`src/rtl/bwd_pkg.sv`:
```
package bwd_pkg;

  // log2 of the supported lane counts; anything else falls back to 1
  function automatic int lane_shift(input int lanes);
    if (lanes == 8) return 3;
    else if (lanes == 4) return 2;
    else return 1;
  endfunction

endpackage

```
`src/rtl/bwd_wrqual.sv`:
```
module bwd_wrqual (
  input  logic mem_io,
  input  logic wr_rd,
  output logic mem_wr_n
);

  always_comb begin
    mem_wr_n = ~(mem_io & wr_rd);
  end

endmodule

```
`src/rtl/bwd_window.sv`:
```
module bwd_window #(
  parameter int                ADDR_W   = 24,
  parameter int                WIN_LO   = 20,
  parameter int                WIN_W    = 4,
  parameter logic [WIN_W-1:0]  WIN_BASE = '0
) (
  input  logic [ADDR_W-1:0] addr,
  input  logic              mem_io,
  output logic              win_hit,
  output logic              region_en_n
);

  localparam int WIN_HI = WIN_LO + WIN_W - 1;

  always_comb begin
    win_hit     = (addr[WIN_HI:WIN_LO] == WIN_BASE);
    region_en_n = ~(win_hit & mem_io);
  end

endmodule

```
`src/rtl/bwd_lane_gate.sv`:
```
module bwd_lane_gate (
  input  logic en_n,
  input  logic mem_wr_n,
  input  logic win_hit,
  output logic wr_n
);

  // active-low AND: strobe only when every term is active
  always_comb begin
    wr_n = en_n | mem_wr_n | ~win_hit;
  end

endmodule

```
`src/rtl/byte_strobe_dec.sv`:
```
module byte_strobe_dec
  import bwd_pkg::*;
#(
  parameter int                LANES    = 8,
  parameter int                ADDR_W   = 24,
  parameter int                WIN_LO   = 20,
  parameter int                WIN_W    = 4,
  parameter logic [WIN_W-1:0]  WIN_BASE = '0,
  localparam int               LSB      = lane_shift(LANES),
  localparam int               WA_W     = ADDR_W - LSB
) (
  input  logic [LANES-1:0]  lane_en_n,
  input  logic              mem_io,
  input  logic              wr_rd,
  input  logic [ADDR_W-1:0] addr,
  output logic [LANES-1:0]  lane_wr_n,
  output logic              mem_wr_n,
  output logic              region_en_n,
  output logic [WA_W-1:0]   word_addr
);

  logic win_hit;

  bwd_wrqual u_wrqual (
    .mem_io   (mem_io),
    .wr_rd    (wr_rd),
    .mem_wr_n (mem_wr_n)
  );

  bwd_window #(
    .ADDR_W   (ADDR_W),
    .WIN_LO   (WIN_LO),
    .WIN_W    (WIN_W),
    .WIN_BASE (WIN_BASE)
  ) u_window (
    .addr        (addr),
    .mem_io      (mem_io),
    .win_hit     (win_hit),
    .region_en_n (region_en_n)
  );

  for (genvar i = 0; i < LANES; i++) begin : g_lane
    bwd_lane_gate u_gate (
      .en_n     (lane_en_n[i]),
      .mem_wr_n (mem_wr_n),
      .win_hit  (win_hit),
      .wr_n     (lane_wr_n[i])
    );
  end

  // byte-select bits stay on the bus side; banks see word address only
  always_comb begin
    word_addr = addr[ADDR_W-1:LSB];
  end

endmodule

```
`config.mk`:
```
export PLATFORM = sky130hd
export DESIGN_NAME = byte_strobe_dec
export DESIGN_NICKNAME = d
export VERILOG_FILES = /design/src/rtl/bwd_pkg.sv /design/src/rtl/bwd_wrqual.sv /design/src/rtl/bwd_window.sv /design/src/rtl/bwd_lane_gate.sv /design/src/rtl/byte_strobe_dec.sv
export SDC_FILE = /design/constraint.sdc
export NUM_CORES = 1
export LEC_CHECK = 0
export ABC_AREA = 1
export BUFFER_PORTS_ARGS = -buffer_cell sky130_fd_sc_hd__buf_4
export CORE_UTILIZATION = 23
export DETAILED_ROUTE_END_ITERATION = 8
export PLACE_DENSITY_LB_ADDON = 0.15
export SYNTH_ARGS = -nofsm -noshare
export SYNTH_HDL_FRONTEND = slang
export SYNTH_SLANG_ARGS = --single-unit
```
`constraint.sdc`:
```
create_clock -name vclk -period 0.8
set_input_delay 0.12 -clock vclk [all_inputs]
set_output_delay 0.12 -clock vclk [all_outputs]
set_load 0.01 [all_outputs]
```
==> run summary, run 1 <==
Status -> complete, but fails checks
Failing checks -> negative setup slack
ANT nets after route -> 0
Antenna diodes -> 0
Die ar. -> 1510 µm²
Setup Viol. Count Final -> 2
Slew Limit Fails -> 0
Drt wl/cell -> 11.2 µm
Final period util -> 1.01
CP Launch Type -> primary input
Routability congestion estimate -> 0.567
Number of global-route vias before repair -> 249
Routed vias -> 291
Crit path buffers/inverters -> 3
Post-Syn Area -> 312 µm²
Critical Path Sink Type -> output port
Pwr/cell area -> 383 nW/µm²
Crit-path max cell delay -> 0.14 ns
Setup Buffers After CTS -> 0
Pleak -> 0.211 nW
DRT Pass-1 Iters -> 1
Crit-path cells -> buf_8 -> nor2_4 -> buf_6 -> nand3_2 -> buf_6
Worst-Margin Slew -> 0.135 ns
Register area share after synthesis -> 0
Starting density of the core -> 0.263
DIE WIDTH -> 38.8 µm
I/O Buffers -> 28
Hold-fix buffers, CTS -> 0
Setup WS post-layout -> -0.00556 ns
# DRC -> 0
Worst Path Arrival -> 0.69 ns
Via/cell ratio -> 4.34
Crit path max-delay family -> buffers and inverters
Min-Delay Path Class -> in -> out
Syn_nets -> 83
Initial antenna violation count -> 0
Clock buf count -> 0
Largest net degree at the start of global routing -> 10
Seq cells -> 0
Cell mode on critical path -> buf_6
Max IR drop VDD -> 0.140 mV
Final wirelength -> 752 µm
GRT Resource Usage Total -> 0.103
Fin nets -> 89
Number of core rows -> 12
Final Hold Vio Count -> 0
Post-route minimum period -> 0.806 ns
Synthesis Warnings -> 0
Slowest cell on crit path -> buf_6
Total grt overflow -> 0
Area growth syn-to-layout -> 59.4%
Post-synthesis average cell area -> 6.36 µm²
Final std cells w/o fill -> 67
CP Max Fanout -> 5
Setup Crit Path Kind -> in -> out
Unrepaired setup endpoints after global routing -> yes
Global-route wire length before repair -> 1090 µm
Ratio of cells with drive above 1 in the final layout -> 0.925
Drt initial violations -> 0
Synth unique cells -> 5
Total of max-cap violations -> 0
CORE AREA -> 1190 µm²
Die height -> 38.8 µm
Slew HR -> 0.910
Dpl cells -> 65
FMAX -> 1240 MHz
Storage element area -> 0 µm²
Worst hold margin -> 0.240 ns
Area of the multi-input gates -> 164 µm²
Worst EP required -> 0.68 ns
Layout fillers -> 135
Syn Inst Count -> 49
Ports -> 65
-- through the flow --
stage	power [mW]	TNS [ns]	instance area, µm²	setup WS [ns]	util
floorplan	0.140	0	312	0.0845	-
global placement	0.134	-0.334	344	-0.0442	0.290
detailed placement	0.135	-0.343	344	-0.0426	0.290
CTS	0.182	-0.0993	478	-0.0159	0.403
global route	0.204	-0.271	497	-0.0462	0.419
finish	0.190	-0.00565	497	-0.00556	0.419
-- Yosys cell counts, drive strengths merged --
| cell | number | area [µm²] |
|---|---|---|
| nand3 | 9 | 45.0 |
| nor2 | 10 | 42.5 |
| buf | 29 | 218 |
| nand2 | 1 | 6.26 |
-- cell type report --
cell class	count	area share
multi-input cells	20	0.330
well taps	14	0.0353
repair buffers	33	0.635
-- routing by layer --
layer  vias to the layer above  wire length [µm]  GRT usage
li1                        138                 -          -
met1                       131               259     0.0980
met2                        20               394      0.217
met3                         2                91     0.0173
met4                         0                 8     0.0259
met5                         -                 0          0
-- cells in the final DEF, fill, tap and decap left out, drive strengths merged --
cell,synthesis,final
nand3,9,9
buf,29,33
nor2,10,10
nand2,1,1
-- timing repair --
item | 4_1_cts | 5_1_grt
gates resized for setup | 30 | 6
setup endpoints to repair | 9 | 9
cloned | 2 | 0
pin swaps | 8 | 5
-- where the power goes --
group / leakage [nW] / internal, mW / switching (mW)
Combinational: 0.211 / 0.109 / 0.0812
Sequential: 0 / 0 / 0
Clock: 0 / 0 / 0
Total: 0.211 / 0.109 / 0.0812
-- path summary, 6_finish.rpt --
kind | slack, ns | end | depth (start not counted) | from
max | -0.006 | lane_wr_n[0] | 5 | addr[22]
min | 0.24 | word_addr[0] | 0 | addr[3]
-- logic make-up (layout without fill, tap and decap cells) --
group | after synthesis | after routing | share of synthesized area
buf+inv | 29 | 33 | 0.699
simple gates | 20 | 20 | 0.301
(Power assumes the default switching activity.)
==> inputs of run 2 (changes only) <==
- CELL_PAD_IN_SITES_DETAIL_PLACEMENT: not set -> 0
- CELL_PAD_IN_SITES_GLOBAL_PLACEMENT: not set -> 1
- CORE_UTILIZATION: 23 -> 12
- MAX_ROUTING_LAYER: not set -> met4
==> run summary, run 2 (same netlist as run 1, synthesis figures left out) <==
GRT Resource Usage Total -> 0.0535 (was 0.103)
CP Max Fanout -> 6 (was 5)
Worst EP required -> 0.68 ns (about the same)
Layout fillers -> 287 (was 135)
Number of core rows -> 18 (was 12)
Dpl cells -> 82 (was 65)
Final Hold Vio Count -> 0 (unchanged)
Ratio of cells with drive above 1 in the final layout -> 0.827 (was 0.925)
Global-route wire length before repair -> 1140 µm (was 1090 µm)
Most frequent cells in the layout -> buf_6, buf_4, nor2_1, nand3_2, nor2_4 (was buf_6, buf_4, nand3_2)
Max IR drop VDD -> 0.161 mV (was 0.140 mV)
I/O Buffers -> 28 (unchanged)
CORE AREA -> 2450 µm² (was 1190 µm²)
Pleak -> 0.205 nW (was 0.211 nW)
Starting density of the core -> 0.127 (was 0.263)
Storage element area -> 0 µm² (unchanged)
DRT Pass-1 Iters -> 2 (was 1)
Fin nets -> 88 (was 89)
ANT nets after route -> 0 (unchanged)
Die ar. -> 2800 µm² (was 1510 µm²)
Total grt overflow -> 0 (unchanged)
Via/cell ratio -> 3.50 (was 4.34)
# DRC -> 0 (unchanged)
Routability congestion estimate -> 0.581 (was 0.567)
Hold Path Cell Cnt -> 0 (unchanged)
Seq cells -> 0 (unchanged)
Ports -> 65 (unchanged)
Number of global-route vias before repair -> 287 (was 249)
Total of max-cap violations -> 0 (unchanged)
Pwr/cell area -> 359 nW/µm² (was 383 nW/µm²)
Final wirelength -> 765 µm (was 752 µm)
Total Power -> 175 µW (was 190 µW)
Final std cells w/o fill -> 82 (was 67)
Min-Delay Path Class -> in -> out (unchanged)
Setup Viol. Count Final -> 0 (was 2)
Worst Path Arrival -> 0.67 ns (was 0.69 ns)
Area growth syn-to-layout -> 56.2% (was 59.4%)
Setup Buffers After CTS -> 0 (unchanged)
Largest net degree at the start of global routing -> 10 (unchanged)
Unrepaired setup endpoints after global routing -> yes (unchanged)
Drt initial violations -> 2 (was 0)
Initial antenna violation count -> 0 (unchanged)
Slew Limit Fails -> 0 (unchanged)
Antenna diodes -> 0 (unchanged)
DIE WIDTH -> 53.0 µm (was 38.8 µm)
Clock buf count -> 0 (unchanged)
Drt wl/cell -> 9.33 µm (was 11.2 µm)
Setup Crit Path Kind -> in -> out (unchanged)
Post-route minimum period -> 0.795 ns (was 0.806 ns)
Post-DP HPWL -> 609 µm
CP Launch Type -> primary input (unchanged)
Die height -> 53.0 µm (was 38.8 µm)
Status -> finished clean (was complete, but fails checks)
Routed vias -> 287 (was 291)
FMAX -> 1260 MHz (was 1240 MHz)
Worst-Margin Slew -> 0.115 ns (was 0.135 ns)
Final period util -> 0.993 (was 1.01)
Critical Path Sink Type -> output port (unchanged)
Slew HR -> 0.923 (was 0.910)
## run 2: worst paths after layout
check	slack [ns]	start	end
worst min-delay path	0.24	addr[14]	word_addr[11]
worst max-delay path	0.005	addr[20]	lane_wr_n[4]
## run 2: power by group
part           switching, mW  internal (mW)  leakage [nW]
logic                 0.0739          0.101         0.205
registers                  0              0             0
clock network              0              0             0
total                 0.0739          0.101         0.205
## run 2: layer usage
layer  vias to the layer above  GRT usage  routed length (µm)
met5                         -          -                   0
met4                         0    0.00877                   4
met3                         2    0.00575                  86
met2                        20     0.0970                 366
met1                       131     0.0640                 309
li1                        134          -                   -
## run 2: area by class of cell
cell class                      count  area (µm²)  area share
Multi-Input combinational cell     20         149       0.306
Tap cell                           30        37.5      0.0771
Timing Repair Buffer               32         300       0.617
## run 2: repair_timing
item | in CTS | in global routing
pin swaps | 6 | 4
gates resized for setup | 25 | 2
endpoints found under the setup margin | 9 | 9
hold buffers | 0 | 0
endpoints found under the hold margin | 0 | 0
## run 2: critical path: stages
cell	delay (ns)
buf_6	0.10
nor2_4	0.11
buf_6	0.14
nand3_2	0.08
buf_6	0.12
## run 2: through the flow
step / hold WS (ns) / TNS, ns / setup slack (ns) / util / area [µm²]
global placement: 0.240 / -0.564 / -0.0779 / 0.151 / 372
finish: 0.240 / 0 / 0.00527 / 0.198 / 487
global route: 0.240 / -0.206 / -0.0361 / 0.198 / 487
detailed placement: 0.240 / -0.564 / -0.0872 / 0.151 / 372
CTS: 0.240 / -0.0347 / -0.0115 / 0.195 / 479
floorplan: 0.332 / 0 / 0.0845 / - / 312
==> inputs of run 3 (changes only) <==
--- a/config.mk
+++ b/config.mk
@@ -8,4 +8,5 @@
 export ABC_AREA = 1
 export BUFFER_PORTS_ARGS = -buffer_cell sky130_fd_sc_hd__buf_4
+export CAP_MARGIN = 20
 export CELL_PAD_IN_SITES_DETAIL_PLACEMENT = 0
 export CELL_PAD_IN_SITES_GLOBAL_PLACEMENT = 1
@@ -14,4 +15,5 @@
 export MAX_ROUTING_LAYER = met4
 export PLACE_DENSITY_LB_ADDON = 0.15
+export SLEW_MARGIN = 20
 export SYNTH_ARGS = -nofsm -noshare
 export SYNTH_HDL_FRONTEND = slang
==> constraint.sdc (replaced) <==
create_clock -name vclk -period 0.8
set_input_delay 0.12 -clock vclk [all_inputs]
set_output_delay 0.12 -clock vclk [all_outputs]
set_load 0.05 [all_outputs]
==> run summary, run 3 (same netlist as run 1, synthesis figures left out) <==
Placed inst area -> 407 µm² (was 372 µm²)
Ports -> 65 (unchanged)
Ratio of cells with drive above 1 in the final layout -> 0.712 (was 0.827)
I/O Buffers -> 28 (unchanged)
Area growth syn-to-layout -> 46.2% (was 56.2%)
Most frequent cells in the layout -> buf_4, buf_6, nor2_1 (was buf_6, buf_4, nor2_1, nand3_2, nor2_4)
Via/cell ratio -> 3.39 (was 3.50)
Status -> complete, but fails checks (was finished clean)
Routed vias -> 278 (was 287)
GRT Resource Usage Total -> 0.0541 (was 0.0535)
Dpl cells -> 82 (unchanged)
Final instance area -> 455 µm² (was 487 µm²)
Slew Limit Fails -> 0 (unchanged)
Number of global-route vias before repair -> 247 (was 287)
Die ar. -> 2800 µm² (unchanged)
# DRC -> 0 (unchanged)
Starting density of the core -> 0.127 (unchanged)
Failing checks -> negative setup slack
Die height -> 53.0 µm (unchanged)
Global-route wire length before repair -> 1120 µm (was 1140 µm)
Pleak -> 0.203 nW (was 0.205 nW)
Part of the power in the clock network -> 0 (about the same)
Setup Crit Path Kind -> in -> out (unchanged)
Psw -> 118 µW (was 73.9 µW)
Pwr/cell area -> 483 nW/µm² (was 359 nW/µm²)
Max IR drop VDD -> 0.119 mV (was 0.161 mV)
DIE WIDTH -> 53.0 µm (unchanged)
Most common cell after layout, fill and taps aside -> buf_4
Unrepaired setup endpoints after global routing -> yes (unchanged)
Final period util -> 1.07 (was 0.993)
Initial antenna violation count -> 0 (unchanged)
Largest net degree at the start of global routing -> 10 (unchanged)
Post-route minimum period -> 0.859 ns (was 0.795 ns)
Hold Path Cell Cnt -> 0 (unchanged)
Worst-Margin Slew -> 0.146 ns (was 0.115 ns)
Storage element area -> 0 µm² (unchanged)
Hold-fix buffers, CTS -> 0 (unchanged)
Clock buf count -> 0 (unchanged)
Drt wl/cell -> 9.70 µm (was 9.33 µm)
CP Max Fanout -> 9 (was 6)
Routability congestion estimate -> 0.531 (was 0.581)
CP Launch Type -> primary input (unchanged)
Sw Share -> 0.534 (was 0.423)
FMAX -> 1160 MHz (was 1260 MHz)
Final Hold Vio Count -> 0 (unchanged)
DRT Pass-1 Iters -> 1 (was 2)
ANT nets after route -> 0 (unchanged)
Critical Path Sink Type -> output port (unchanged)
Final Core Density -> 0.186 (was 0.198)
Setup WS post-layout -> -0.0592 ns (was 0.00527 ns)
Drt initial violations -> 0 (was 2)
Antenna diodes -> 0 (unchanged)
Fin nets -> 88 (unchanged)
Place WS -> -0.110 ns (was -0.0872 ns)
Min-Delay Path Class -> in -> out (unchanged)
Slew HR -> 0.904 (was 0.923)
Total Power -> 220 µW (was 175 µW)
Comb power frac -> 1.000 (about the same)
Final std cells w/o fill -> 82 (unchanged)
Total grt overflow -> 0 (unchanged)
Number of core rows -> 18 (unchanged)
Worst EP required -> 0.68 ns (about the same)
Layout fillers -> 288 (was 287)
Setup Viol. Count Final -> 9 (was 0)
CORE AREA -> 2450 µm² (unchanged)
Total of max-cap violations -> 0 (unchanged)
Worst Path Arrival -> 0.74 ns (was 0.67 ns)
Seq cells -> 0 (unchanged)
Final wirelength -> 795 µm (was 765 µm)
Sequential share of power -> 0 (about the same)
Internal power -> 102 µW (was 101 µW)
-- run 3: cell counts in the layout (fill, tap and decap cells not counted) --
No cell type changed its count.
-- run 3: through the flow --
step	hold slack [ns]	setup TNS, ns
floorplan	0.355	0
global placement	0.240	-0.956
global route	0.240	-0.970
CTS	0.240	-0.530
finish	0.240	-0.459
detailed placement	0.240	-0.933
-- run 3: per-layer routing --
metal  up-vias  part of all wire  global-route usage
met3         4              0.18              0.0201
met1       121              0.29              0.0572
met4         0            0.0075              0.0132
li1        133                 -                   -
met5         -                 0                   -
met2        20              0.51              0.0949
-- run 3: layout make-up --
type | count | area [µm²] | share of cell area
tap | 30 | 37.5 | 0.0824
timing repair buffer | 32 | 299 | 0.657
multi-input combinational | 20 | 119 | 0.261
-- run 3: worst max-delay path, cell delays in order --
cell     delay (ns)
buf_4          0.12
nor2_4         0.11
buf_12         0.13
nand3_1        0.09
buf_6          0.16
-- run 3: final timing paths --
check	to	slack, ns	startpoint
setup / recovery	lane_wr_n[3]	-0.06	addr[22]
hold / removal	word_addr[11]	0.24	addr[14]
-- run 3: what timing repair did --
item	in CTS	in global routing
endpoints found under the setup margin	9	9
resized for setup	11	1
setup buffers	0	0
-- run 3: power by group through the flow --
stage | Combinational (mW) | Clock (mW) | Sequential [mW]
3_5_place_dp | 0.214 | 0 | 0
4_1_cts | 0.222 | 0 | 0
5_1_grt | 0.237 | 0 | 0
3_3_place_gp | 0.212 | 0 | 0
6_report | 0.220 | 0 | 0
2_1_floorplan | 0.335 | 0 | 0
